`src/rtl/spi_burst_pkg.sv`:
```
package spi_burst_pkg;
   localparam int BYTE_W = 8;
   typedef logic [BYTE_W-1:0] byte_t;
   typedef enum logic {ENG_IDLE = 1'b0, ENG_RUN = 1'b1} eng_state_t;
endpackage

```
`src/rtl/spi_burst_fifo.sv`:
```
module spi_burst_fifo #(
   parameter int DEPTH = 64,
   parameter int W     = 8,
   localparam int AW   = $clog2(DEPTH),
   localparam int LW   = AW + 1
) (
   input  logic          clk,
   input  logic          rst_n,
   input  logic          flush,
   input  logic          push,
   input  logic [W-1:0]  wdata,
   input  logic          pop,
   output logic [W-1:0]  rdata,
   output logic          full,
   output logic          empty,
   output logic [LW-1:0] level
);
   generate
      if ((1 << AW) != DEPTH || DEPTH < 2) begin : g_bad_depth
         initial $error("spi_burst_fifo: DEPTH must be a power of two");
      end
   endgenerate

   logic [W-1:0]  mem [DEPTH];
   logic [AW-1:0] wp, rp;
   logic          do_push, do_pop;

   assign full    = (level == LW'(DEPTH));
   assign empty   = (level == '0);
   assign do_push = push && !full;
   assign do_pop  = pop && !empty;
   assign rdata   = mem[rp];

   always_ff @(posedge clk or negedge rst_n) begin
      if (!rst_n) begin
         wp    <= '0;
         rp    <= '0;
         level <= '0;
      end else if (flush) begin
         wp    <= '0;
         rp    <= '0;
         level <= '0;
      end else begin
         if (do_push) wp <= wp + 1'b1;
         if (do_pop)  rp <= rp + 1'b1;
         level <= level + LW'(do_push) - LW'(do_pop);
      end
   end

   always_ff @(posedge clk) begin
      if (do_push && !flush) mem[wp] <= wdata;
   end


   no_overflow_chk: assert property (@(posedge clk) disable iff (!rst_n)
      (push && full && !pop && !flush) |=> $stable(level));
endmodule

```
`src/rtl/spi_burst_shifter.sv`:
```
module spi_burst_shifter
   import spi_burst_pkg::*;
(
   input  logic  clk,
   input  logic  rst_n,
   input  logic  tick,
   input  logic  cpol,
   input  logic  cpha,
   input  logic  lsb_first,
   input  logic  load,
   input  byte_t load_byte,
   input  logic  miso,
   output logic  sck,
   output logic  mosi,
   output logic  active,
   output logic  done,
   output byte_t rx_byte
);
   localparam int EDGES = 2 * BYTE_W;
   localparam int EW    = $clog2(EDGES);

   logic          sck_q;
   logic [EW-1:0] ecnt;
   byte_t         txsh, rxsh, rx_nx;
   logic          smp_edge;

   // Even edge counts are leading edges; phase picks which of them samples.
   assign smp_edge = cpha ? ecnt[0] : ~ecnt[0];
   assign rx_nx    = lsb_first ? {miso, rxsh[BYTE_W-1:1]} : {rxsh[BYTE_W-2:0], miso};
   assign mosi     = lsb_first ? txsh[0] : txsh[BYTE_W-1];
   assign sck      = active ? sck_q : cpol;

   always_ff @(posedge clk or negedge rst_n) begin
      if (!rst_n) begin
         active  <= 1'b0;
         sck_q   <= 1'b0;
         ecnt    <= '0;
         txsh    <= '0;
         rxsh    <= '0;
         rx_byte <= '0;
         done    <= 1'b0;
      end else begin
         done <= 1'b0;
         if (load) begin
            active <= 1'b1;
            sck_q  <= cpol;
            ecnt   <= '0;
            txsh   <= load_byte;
            rxsh   <= '0;
         end else if (active && tick) begin
            sck_q <= ~sck_q;
            ecnt  <= ecnt + 1'b1;
            if (smp_edge) rxsh <= rx_nx;
            if (!smp_edge && ecnt != '0 && ecnt != EW'(EDGES - 1))
               txsh <= lsb_first ? (txsh >> 1) : (txsh << 1);
            if (ecnt == EW'(EDGES - 1)) begin
               active  <= 1'b0;
               done    <= 1'b1;
               rx_byte <= smp_edge ? rx_nx : rxsh;
            end
         end
      end
   end


   sck_tick_chk: assert property (@(posedge clk) disable iff (!rst_n)
      (active && !tick && !load) |=> $stable(sck_q));
endmodule

```
`src/rtl/spi_burst_engine.sv`:
```
module spi_burst_engine
   import spi_burst_pkg::*;
#(
   parameter int FIFO_DEPTH = 64,
   parameter int CNT_W      = 24,
   localparam int LVL_W     = $clog2(FIFO_DEPTH) + 1
) (
   input  logic             clk,
   input  logic             rst_n,
   input  logic             en_i,
   input  logic             master_i,
   input  logic             cpol_i,
   input  logic             cpha_i,
   input  logic             lsb_first_i,
   input  logic             rx_discard_i,
   input  logic             start_i,
   input  logic [CNT_W-1:0] burst_len_i,
   input  logic [CNT_W-1:0] tx_len_i,
   input  logic             tx_flush_i,
   input  logic             rx_flush_i,
   input  logic             tx_push_i,
   input  logic [7:0]       tx_data_i,
   input  logic             rx_pop_i,
   output logic [7:0]       rx_data_o,
   output logic [31:0]      fifo_level_o,
   input  logic             tc_clear_i,
   input  logic             irq_en_i,
   output logic             tc_o,
   output logic             irq_o,
   output logic             busy_o,
   input  logic             sck_tick_i,
   output logic             sck_o,
   output logic             mosi_o,
   input  logic             miso_i
);
   generate
      if (LVL_W > 16) begin : g_bad_level
         initial $error("spi_burst_engine: level field exceeds 16 bits");
      end
   endgenerate

   eng_state_t       st_q;
   logic             xch_q, tc_q;
   logic [CNT_W-1:0] burst_left_q, tx_left_q;
   logic             run_ok, issue, zero_done, last_done, finish;
   logic             tx_pop, tx_empty, tx_full, rx_push, rx_full, rx_empty;
   logic [LVL_W-1:0] tx_lvl, rx_lvl;
   byte_t            tx_head, load_byte, sh_rx;
   logic             sh_active, sh_done;

   assign run_ok    = en_i && master_i;
   assign issue     = (st_q == ENG_IDLE) && xch_q && run_ok && (burst_left_q != '0)
                      && ((tx_left_q == '0) || !tx_empty);
   assign zero_done = (st_q == ENG_IDLE) && xch_q && run_ok && (burst_left_q == '0);
   assign last_done = (st_q == ENG_RUN) && sh_done && (burst_left_q == CNT_W'(1));
   assign finish    = zero_done || last_done;
   assign tx_pop    = issue && (tx_left_q != '0);
   assign load_byte = (tx_left_q != '0) ? tx_head : '0;
   assign rx_push   = sh_done && !rx_discard_i;

   always_ff @(posedge clk or negedge rst_n) begin
      if (!rst_n) begin
         st_q         <= ENG_IDLE;
         xch_q        <= 1'b0;
         tc_q         <= 1'b0;
         burst_left_q <= '0;
         tx_left_q    <= '0;
      end else begin
         if (start_i && !xch_q) begin
            xch_q        <= 1'b1;
            burst_left_q <= burst_len_i;
            tx_left_q    <= tx_len_i;
         end else begin
            if (finish) xch_q <= 1'b0;
            if (issue) begin
               st_q <= ENG_RUN;
               if (tx_left_q != '0) tx_left_q <= tx_left_q - 1'b1;
            end
            if (st_q == ENG_RUN && sh_done) begin
               st_q         <= ENG_IDLE;
               burst_left_q <= burst_left_q - 1'b1;
            end
         end
         if (finish)          tc_q <= 1'b1;
         else if (tc_clear_i) tc_q <= 1'b0;
      end
   end

   spi_burst_fifo #(.DEPTH(FIFO_DEPTH), .W(BYTE_W)) u_txq (
      .clk(clk), .rst_n(rst_n), .flush(tx_flush_i), .push(tx_push_i),
      .wdata(tx_data_i), .pop(tx_pop), .rdata(tx_head), .full(tx_full),
      .empty(tx_empty), .level(tx_lvl));

   spi_burst_fifo #(.DEPTH(FIFO_DEPTH), .W(BYTE_W)) u_rxq (
      .clk(clk), .rst_n(rst_n), .flush(rx_flush_i), .push(rx_push),
      .wdata(sh_rx), .pop(rx_pop_i), .rdata(rx_data_o), .full(rx_full),
      .empty(rx_empty), .level(rx_lvl));

   spi_burst_shifter u_shift (
      .clk(clk), .rst_n(rst_n), .tick(sck_tick_i), .cpol(cpol_i), .cpha(cpha_i),
      .lsb_first(lsb_first_i), .load(issue), .load_byte(load_byte), .miso(miso_i),
      .sck(sck_o), .mosi(mosi_o), .active(sh_active), .done(sh_done), .rx_byte(sh_rx));

   always_comb begin
      fifo_level_o              = '0;
      fifo_level_o[LVL_W-1:0]   = rx_lvl;
      fifo_level_o[16 +: LVL_W] = tx_lvl;
   end

   assign busy_o = xch_q;
   assign tc_o   = tc_q;
   assign irq_o  = tc_q && irq_en_i;


   done_flag_chk: assert property (@(posedge clk) disable iff (!rst_n)
      $fell(xch_q) |-> tc_q);

   idle_sck_chk: assert property (@(posedge clk) disable iff (!rst_n)
      !xch_q |-> (sck_o == cpol_i));

   pad_nopop_chk: assert property (@(posedge clk) disable iff (!rst_n)
      (xch_q && tx_left_q == '0 && !tx_push_i && !tx_flush_i) |=> (tx_lvl == $past(tx_lvl)));

   discard_chk: assert property (@(posedge clk) disable iff (!rst_n)
      (rx_discard_i && !rx_pop_i && !rx_flush_i) |=> (rx_lvl == $past(rx_lvl)));

   gate_chk: assert property (@(posedge clk) disable iff (!rst_n)
      (!run_ok && !sh_active) |=> !sh_active);
endmodule

```
`config.mk`:
```
export PLATFORM = sky130hd
export DESIGN_NAME = spi_burst_engine
export DESIGN_NICKNAME = d
export VERILOG_FILES = /design/src/rtl/spi_burst_pkg.sv /design/src/rtl/spi_burst_fifo.sv /design/src/rtl/spi_burst_shifter.sv /design/src/rtl/spi_burst_engine.sv
export SDC_FILE = /design/constraint.sdc
export NUM_CORES = 1
export LEC_CHECK = 0
export BUFFER_PORTS_ARGS = -buffer_cell sky130_fd_sc_hd__buf_2
export CAP_MARGIN = 20
export CORE_AREA = 2 2 284 286
export DETAILED_ROUTE_END_ITERATION = 8
export DIE_AREA = 0 0 286 288
export GPL_TIMING_DRIVEN = 0
export PLACE_DENSITY_LB_ADDON = 0.15
export SKIP_CTS_REPAIR_TIMING = 1
export SLEW_MARGIN = 30
export SYNTH_ARGS = -nofsm -noshare
export SYNTH_HDL_FRONTEND = slang
export SYNTH_HIERARCHICAL = 1
export SYNTH_SLANG_ARGS = --single-unit
```
`constraint.sdc`:
```
create_clock -name clk -period 11 [get_ports clk]
set_input_delay 2.2 -clock clk [delete_from_list [all_inputs] [get_ports clk]]
set_output_delay 2.2 -clock clk [all_outputs]
set_load 0.01 [all_outputs]
```
# Yosys cells after proc, flatten, opt, wreduce, memory -nomap -nowiden
# Memory sizes are Yosys's and may differ from the RTL's.
# Cells that the tools add are included.
# totals
regBits,120
latch_bits,0
mem_bits_rw,1024
rom_bits,0
in_bits,73
output_inout_bits,45
elab_cells,145
memories,2
# mem_list
memory,depth,width,read_ports,rd_ports_with_merged_regs,write_ports,line,text
u_rxq.mem,64,8,1,0,1,spi_burst_fifo.sv:24,logic [W-1:0] mem [DEPTH];
u_txq.mem,64,8,1,0,1,spi_burst_fifo.sv:24,
# classes
add_sub_neg,11
n_mul,0
div_mod_pow,0
magnitude_cmp,0
n_eq_ne,5
n_shift,0
n_mux,47
bitwise,5
n_reduce_logical,57
# ops
cell,n
2-to-1 mux 24 bit,5
2-to-1 mux 8 bit,9
zero test 24 bit,2
2-to-1 mux 6 bit,8
nonzero test 24 bit,2
subtractor 24 x 1 -> 24 bit (second input constant),2
nonzero test 2 bit,13
adder 6 x 1 -> 6 bit (second input constant),4
equality test 24 x 1 -> 1 bit (second input constant),1
logical AND 1 bit,21
2-to-1 mux 1 bit,21
adder 7 x 1 -> 7 bit,2
equality test 7 bit (second input constant),2
zero test 7 bit,2
2-to-1 mux 7 bit,2
subtractor 7 x 1 -> 7 bit,2
zero test 1 bit,9
2-to-1 mux 4 bit,2
AND reduction 2 bit,4
NOT 1 bit,5
adder 4 x 1 -> 4 bit (second input constant),1
equality test 4 bit (second input constant),1
inequality test 4 bit (second input constant),1
nonzero test 4 bit,1
2 further kinds,3

# Longest topological paths before layout
# Gate-level depths: netlist of the first run.
# logic_depth
ltp_word,9
depth_mapped,19
depth_no_buf,17

# Cells and area by module
# Netlist of the first run, hierarchy kept.
# by_module_without_submodules
module,n_inst,cells_per_inst,area_each_um2,seq_area_each_um2
spi_burst_fifo at u_rxq,1,1095,21045.2,15850.2
spi_burst_fifo at u_txq,1,1094,21035.2,15850.2
spi_burst_engine,1,402,3404.5,1276.2
spi_burst_shifter,1,149,1630.3,775.7

# Least setup slack after synthesis of the first run
# Ideal clock, no wire load.
# synth_path
path_kind,input to register
from,input en_i
to,register u_txq.level[6]
setup_time_ns,0.136
arrival_ns,5.148
required_ns,10.864
setup_slack_ns,5.716
path_stages,18
path_buffers,2
cell_sequence,nand2_1 nor3_1 o31ai_4 buf_6 nor3_1 nor2b_1 clkbuf_1 ha_1 inv_1 ha_1 inv_1 fa_1 nand2b_1 a21oi_1 o21ai_0 a21oi_1 or3_1 a21oi_1
# synth_between
elab_chain_len,8
# synth_rtl
item,line,text
"start, declared",spi_burst_engine.sv:10,"input logic en_i,"
logical AND 1 bit,spi_burst_engine.sv:51,assign run_ok = en_i && master_i;
logical AND 1 bit (2 in series),spi_burst_engine.sv:52,assign issue = (st_q == ENG_IDLE) && xch_q && run_ok && (burst_left_q != '0)
logical AND 1 bit,spi_burst_engine.sv:53,&& ((tx_left_q == '0) || !tx_empty);
logical AND 1 bit,spi_burst_engine.sv:57,assign tx_pop = issue && (tx_left_q != '0);
via tx_pop,spi_burst_engine.sv:46,"logic tx_pop, tx_empty, tx_full, rx_push, rx_full, rx_empty;"
logical AND 1 bit,spi_burst_fifo.sv:31,assign do_pop = pop && !empty;
subtractor 7 x 1 -> 7 bit,spi_burst_fifo.sv:46,level <= level + LW'(do_push) - LW'(do_pop);
2-to-1 mux 7 bit,spi_burst_fifo.sv:39,end else if (flush) begin
"end signal, assigned",spi_burst_fifo.sv:46,
"end, declared",spi_burst_fifo.sv:16,output logic [LW-1:0] level
# The timed path passes the listed nets, and every way through them passes these cells.
# A chain may end at the register's enable or synchronous reset.

# Final worst setup path of the first run
# layout_path
from,register u_rxq.rp[0]
to,output rx_data_o[0]
# layout_between
elab_chain_len,1
# layout_rtl
item,line,text
"start, declared",spi_burst_fifo.sv:25,"logic [AW-1:0] wp, rp;"
"start signal, assigned",spi_burst_fifo.sv:45,if (do_pop) rp <= rp + 1'b1;
memory (64 x 8 bit),-,
"end, declared",spi_burst_engine.sv:24,"output logic [7:0] rx_data_o,"
# No other way between the ends.

==> impl_results.md, run 1 <==
- Inserted Clock Buffers: 111
- Final Hold Vio Count: 0
- Worst Max-Slew Pin Slew: 1.04 ns
- Layout cell share with drive strength beyond 1: 19.9%
- Tot GR Track Use: 28.8%
- Async set-reset flop share out of synthesis: 10.5%
- Worst Setup End Kind: output port
- Die height: 288 um
- CP Launch Type: register
- Req. time, crit path: 8.80 ns
- Ordered cell list for the critical path: buf_6 > buf_6 > buf_2 > mux2i_1 > nor2_1 > a2111oi_1 > a22oi_1 > o211a_1 > buf_2
- CTS tree: yes
- R2r worst-path depth: 18
- Arrival time at the worst endpoint: 3.93 ns
- Core ar.: 79,600 um^2
- H-tree level count: 3
- Final setup vio count: 0
- Util after Layout: 66.3%
- Drc violations: 0
- # IOs: 118
- Seq/Total Area, Yosys: 71.6%
- Drt total wl: 117,000 um
- Min Tclk post-route: 6.13 ns
- Max-slew violations: 0
- Worst-path clk slew: 0.06 ns
- Clock Tree Buf Depth: 3
- Leak Pwr: 0.0179 uW
- Share of the synthesized area in the top cell type: 65.3%
- CP delay by family, top: compound AO/OA/AOI/OAI gates
- FF+latch count, synth: 1,144
- DR vias: 26.5k
- Detail Route Antenna Nets: 0
- HP Start: tc_o$_DFFE_PN0P_
- # rows: 104
- Hold depth: 1
- Top cells by area, synth: edfxtp_1, mux4_2, dfrtp_1
- Ys Warns: 6
- EDFF count, synth: 1,024
- Slew HR: 30.3%
- RSZ-0062 raised after global routing: no
- Tcrit/Tclk final: 55.7%
- Crit path kind: register to output port
- DRT iter0 DRCs: 2,960
- Buf+Inv Stages, Crit Path: 4
- Hold slack: 0.538 ns
- Fmax: 163 MHz
- WP depth: 9
- Nets@finish: 3,077
- First-pass GRT wire length: 172,000 um
- Syn_area_per_cell: 17.2 um^2
- Hpwl dp: 77,500 um
- Hold WC Path Type: register to register
- Die Width: 286 um
- Setup TNS: 0 ns
- CP max-delay cell: a2111oi_1
- CP Max Fanout: 10
- Port bufs: 98
- FILL cells: 5,437
- Vias in the first global route: 26.6k
- CP startpoint: u_rxq/rp[0]$_DFFE_PN0P_
- CTS root buf: clkbuf_16
- Largest net degree at the start of global routing: 66
- Yosys cell types: 75
- Max Cap Viol: 0
- CP peak stage delay: 0.88 ns
- Initial antenna violation count: 3
- Starting Density: 59.2%
- WL per Instance: 28.3 um
- P per Cell Area: 194 nW/um^2
- Clock Latency Late Sink: 0.68 ns
- Skew final: 0.0259 ns
- Synth Instances: 2,740
- Synth Flop Type: edfxtp_1
- Sink Count: 1,144
- Die area: 82,400 um^2
- Cell area after synthesis: 47,100 um^2
- GPL Wtd Cong: 0.983
- Worst R2R Start: burst_left_q[17]$_DFFE_PN0P_
- Largest area contributor in the netlist: edfxtp_1
- Status: finished clean
- Max rail drop VDD: 162 uV
- Grt total ovfl: 0
- Synth-to-layout area growth: 12.0%
- Vias/cell: 6.42
- DR pass1 iterations: 6
[logic make-up (layout without fill, tap and decap cells)]
group | after synthesis | in the layout | synth area share [%]
AOI/OAI and AO/OA | 332 | 332 | 4.87
xor gates and xnor gates | 53 | 53 | 1.00
adders and majority gates | 31 | 31 | 0.855
buffers and inverters | 204 | 510 | 2.38
DFF | 1144 | 1144 | 71.6
muxes | 414 | 414 | 13.5
other | 1 | 20 | 0.00796
and+or+nand+nor | 561 | 561 | 5.78
[sequential cells by signal, indices dropped and copies added (netlist names), 4 cells and up]
signal	count
u_rxq/mem	512
u_txq/mem	512
burst_left_q	24
tx_left_q	24
u_shift/rx_byte	8
u_shift/rxsh	8
u_shift/txsh	8
u_rxq/level	7
u_txq/level	7
u_rxq/rp	6
u_rxq/wp	6
u_txq/rp	6
u_txq/wp	6
u_shift/ecnt	4
[final cells by class]
type	count	area (um^2)	share of cell area (%)
multi-input cells	1409	12300	23.3
flip-flops and latches	1144	33800	64.0
plain buffers	170	992	1.88
clock buffers	140	2940	5.56
diodes	2	5.00	0.00948
well taps	1060	1330	2.51
clock inverters	63	648	1.23
repair buffers	103	636	1.20
inverters	34	128	0.242
[Yosys cell counts (all sizes together) (7+ instances only)]
library cell and count:
edfxtp 1024, nor2 224, mux2i 203, mux4 172
nand2 124, dfrtp 120, buf 117, o21ai 70
clkbuf 53, a21oi 45, mux2 39, o22ai 35
inv 34, nand3 31, xnor2 30, a211oi 29
ha 29, a221oi 27, a22oi 26, nor3 26
or4 24, xor2 23, nor2b 21, a2111oi 16
and2 16, o221ai 16, or3 15, nand2b 13
a31oi 12, nand4 12, o31ai 11, nor4 10
o211a 9, o311ai 9, o211ai 8, and3 7
[power by group]
part	total [uW]	internal [uW]	switching, uW	leakage (uW)
Combinational	1380	578	800	0.00437
Sequential	5120	4930	184	0.0118
Clock	3750	2170	1580	0.00176
[cell usage in the layout, fill, tap and decap left out, types with 45 or more instances in the layout]
cell	netlist	routed
a21oi_1	45	45
buf_2	48	137
buf_4	43	51
clkbuf_1	53	77
clkbuf_16	0	111
dfrtp_1	120	112
edfxtp_1	1024	1024
mux2i_1	203	203
mux4_2	171	171
nand2_1	124	124
nor2_1	224	224
o21ai_0	64	64
[metrics by stage]
| stage | instances | power, uW | setup WS, ns | area (um^2) |
|---|---|---|---|---|
| global route | 4125 | 10600 | 4.83 | 52800 |
| finish | 4125 | 10200 | 4.87 | 52800 |
| CTS | 4123 | 10300 | 4.89 | 52800 |
| global placement | 3915 | 6510 | 4.73 | 49000 |
| detailed placement | 3920 | 6580 | 4.65 | 49200 |
| floorplan | 2757 | 6070 | 5.72 | 47200 |
[metal layers]
metal | wire, um | track usage, %
met1 | 44200 | 37.6
met2 | 58400 | 48.4
met3 | 8680 | 4.64
met4 | 5610 | 12.6
met5 | 13 | 0
[path summary, 6_finish.rpt]
| check | to | slack (ns) |
|---|---|---|
| min in group asynchronous | u_txq/level[3]$_DFF_PN0_ | 1.46 |
| max in group asynchronous | u_shift/rx_byte[2]$_DFFE_PN0P_ | 8.79 |
| worst min register to register | tc_o$_DFFE_PN0P_ | 0.54 |
| worst max register to register | u_txq/level[6]$_DFF_PN0_ | 6.17 |
| worst min-delay path | tc_o$_DFFE_PN0P_ | 0.54 |
| worst max-delay path | rx_data_o[0] | 4.87 |
Power figures use the tool's default switching activity.
==> inputs of run 2 (changes only) <==
--- a/config.mk
+++ b/config.mk
@@ -7,9 +7,9 @@
 export LEC_CHECK = 0
 export BUFFER_PORTS_ARGS = -buffer_cell sky130_fd_sc_hd__buf_2
 export CAP_MARGIN = 20
-export CORE_AREA = 2 2 284 286
+export CORE_AREA = 2 2 294 296
 export DETAILED_ROUTE_END_ITERATION = 8
-export DIE_AREA = 0 0 286 288
+export DIE_AREA = 0 0 296 298
 export GPL_TIMING_DRIVEN = 0
 export PLACE_DENSITY_LB_ADDON = 0.15
 export SKIP_CTS_REPAIR_TIMING = 1
==> constraint.sdc (replaced) <==
create_clock -name clk -period 5.4 [get_ports clk]
set_input_delay 1.08 -clock clk [delete_from_list [all_inputs] [get_ports clk]]
set_output_delay 1.08 -clock clk [all_outputs]
set_load 0.01 [all_outputs]
==> impl_results.md, run 2 (synthesis results as in run 1) <==
- Worst Setup EP: rx_data_o[0]
- Dpl ws: 0.215 ns
- Slew HR: 29.0%
- Final Hold Vio Count: 0
- CTS root buf: clkbuf_16
- CP startpoint: u_rxq/rp[0]$_DFFE_PN0P_
- CP delay by family, top: compound AO/OA/AOI/OAI gates
- Detail Route Antenna Nets: 0
- Clock Tree Buf Depth: 3
- Req. time, crit path: 4.32 ns
- Drc violations: 0
- R2R Setup Slk: 0.50 ns
- Setup TNS: 0 ns
- DP Cell Count: 4,005
- WP depth: 9
- GPL Wtd Cong: 0.914
- Largest net degree at the start of global routing: 66
- Inserted Clock Buffers: 111
- Leak Pwr: 0.0179 uW
- Min Tclk post-route: 5.14 ns
- Fmax: 195 MHz
- Most frequent cells in the layout: edfxtp_1, nor2_1, mux2i_1
- RR Endpoint: u_txq/level[6]$_DFF_PN0_
- Tot GR Track Use: 27.4%
- Final setup vio count: 0
- Hold slack: 0.351 ns
- Max-slew violations: 0
- CP max-delay cell: a2111oi_0
- Hpwl dp: 79,300 um
- Die Width: 296 um
- Max Cap Viol: 0
- Vias/cell: 6.33
- RSZ-0062 raised after global routing: no
- Tcrit/Tclk final: 95.1%
- Hold WC Path Type: primary input to asynchronous set/reset pin
- Die height: 298 um
- CP peak stage delay: 0.85 ns
- Core ar.: 84,900 um^2
- First-pass GRT wire length: 176,000 um
- Die area: 88,200 um^2
- Worst Max-Slew Pin Slew: 1.04 ns
- CP Max Fanout: 10
- Drt total wl: 120,000 um
- Starting Density: 55.5%
- DR pass1 iterations: 7
- Worst Setup End Kind: output port
- Port bufs: 98
- WL per Instance: 28.4 um
- Ordered cell list for the critical path: buf_6 > buf_6 > buf_2 > mux2i_1 > nor2_1 > a2111oi_0 > a22oi_1 > o211a_1 > buf_2
- Buf+Inv Stages, Crit Path: 4
- Skew final: 0.0392 ns
- Crit path kind: register to output port
- FILL cells: 6,177
- Initial antenna violation count: 2
- Commonest non-fill, non-tap cell in the layout: edfxtp_1
- Worst R2R Start: tx_left_q[13]$_DFFE_PN0P_
- Cell Count, Final, Fillers Out: 4,214
- Nets@finish: 3,078
- Worst-path clk slew: 0.06 ns
- Total power: 20,800 uW
- DRT iter0 DRCs: 2,541
- Layout cell share with drive strength beyond 1: 19.9%
- Synth-to-layout area growth: 12.2%
- Clock Latency Late Sink: 0.69 ns
- H-tree level count: 3
- # IOs: 118
- Arrival time at the worst endpoint: 4.06 ns
- Post-route setup slack: 0.263 ns
- DR vias: 26.7k
- P per Cell Area: 394 nW/um^2
- Top Registers: u_rxq/mem x512, u_txq/mem x512
- CP Launch Type: register
- # rows: 107
- CTS tree: yes
- Sink Count: 1,144
- Grt total ovfl: 0
- Status: finished clean
- R2r worst-path depth: 19
- Max rail drop VDD: 392 uV
- Vias in the first global route: 26.8k
run 2: area by class of cell:
class / instances / area (um^2) / share of cell area, %
sequential: 1144 / 33800 / 63.9
multi-input combinational: 1409 / 12300 / 23.3
buffer: 170 / 992 / 1.88
clock buffer: 140 / 2910 / 5.50
antenna: 2 / 5.00 / 0.00946
tap: 1144 / 1430 / 2.71
timing repair buffer: 104 / 656 / 1.24
inverter: 34 / 128 / 0.241
clock inverter: 67 / 662 / 1.25
run 2: how the worst min path moves through the flow:
stage                                from                         end  slack (ns)  depth (start not counted)
6_report                            rst_n    u_txq/level[2]$_DFF_PN0_        0.35                          1
3_3_place_gp             tc_o$_DFFE_PN0P_            tc_o$_DFFE_PN0P_        0.47                          1
4_1_cts                             rst_n    u_txq/level[2]$_DFF_PN0_        0.37                          1
3_5_place_dp             tc_o$_DFFE_PN0P_            tc_o$_DFFE_PN0P_        0.50                          1
5_1_grt                             rst_n    u_txq/level[3]$_DFF_PN0_        0.38                          1
2_1_floorplan  u_shift/active$_DFFE_PN0P_  u_shift/active$_DFFE_PN0P_        0.50                          2
run 2: power breakdown:
| group | leakage [uW] | internal (uW) | switching (uW) |
|---|---|---|---|
| clock | 0.00175 | 4340 | 3260 |
| combinational | 0.00438 | 1180 | 1640 |
| sequential | 0.0118 | 10000 | 376 |
run 2: worst register-to-register path, stage by stage, from the launching register on:
cell	delay [ns]
dfrtp_1	0.41
or4_1	0.58
or3_1	0.32
buf_2	0.16
nor3_2	0.38
buf_2	0.33
nor3_1	0.15
nor2b_1	0.18
clkbuf_1	0.29
ha_1	0.37
inv_1	0.05
ha_1	0.16
inv_1	0.06
fa_1	0.41
nand2b_1	0.17
a21oi_1	0.18
o21ai_0	0.13
a21oi_1	0.20
or3_1	0.14
a21oi_1	0.07
run 2: routing by layer:
metal / track usage (%) / vias up / share of wire, %
met3: 3.89 / 282 / 7.1
met5: 0 / - / 0
met4: 10.4 / 0 / 4.1
met2: 46.4 / 1212 / 51
li1: - / 11297 / -
met1: 36.0 / 13888 / 38
run 2: per-stage QoR:
| stage | instance area, um^2 | utilization [%] |
|---|---|---|
| after floorplan | 47200 | - |
| after global placement | 49100 | 57.8 |
| after detailed placement | 49300 | 58.1 |
| after CTS | 52900 | 62.3 |
| after global routing | 52900 | 62.3 |
| final | 52900 | 62.3 |
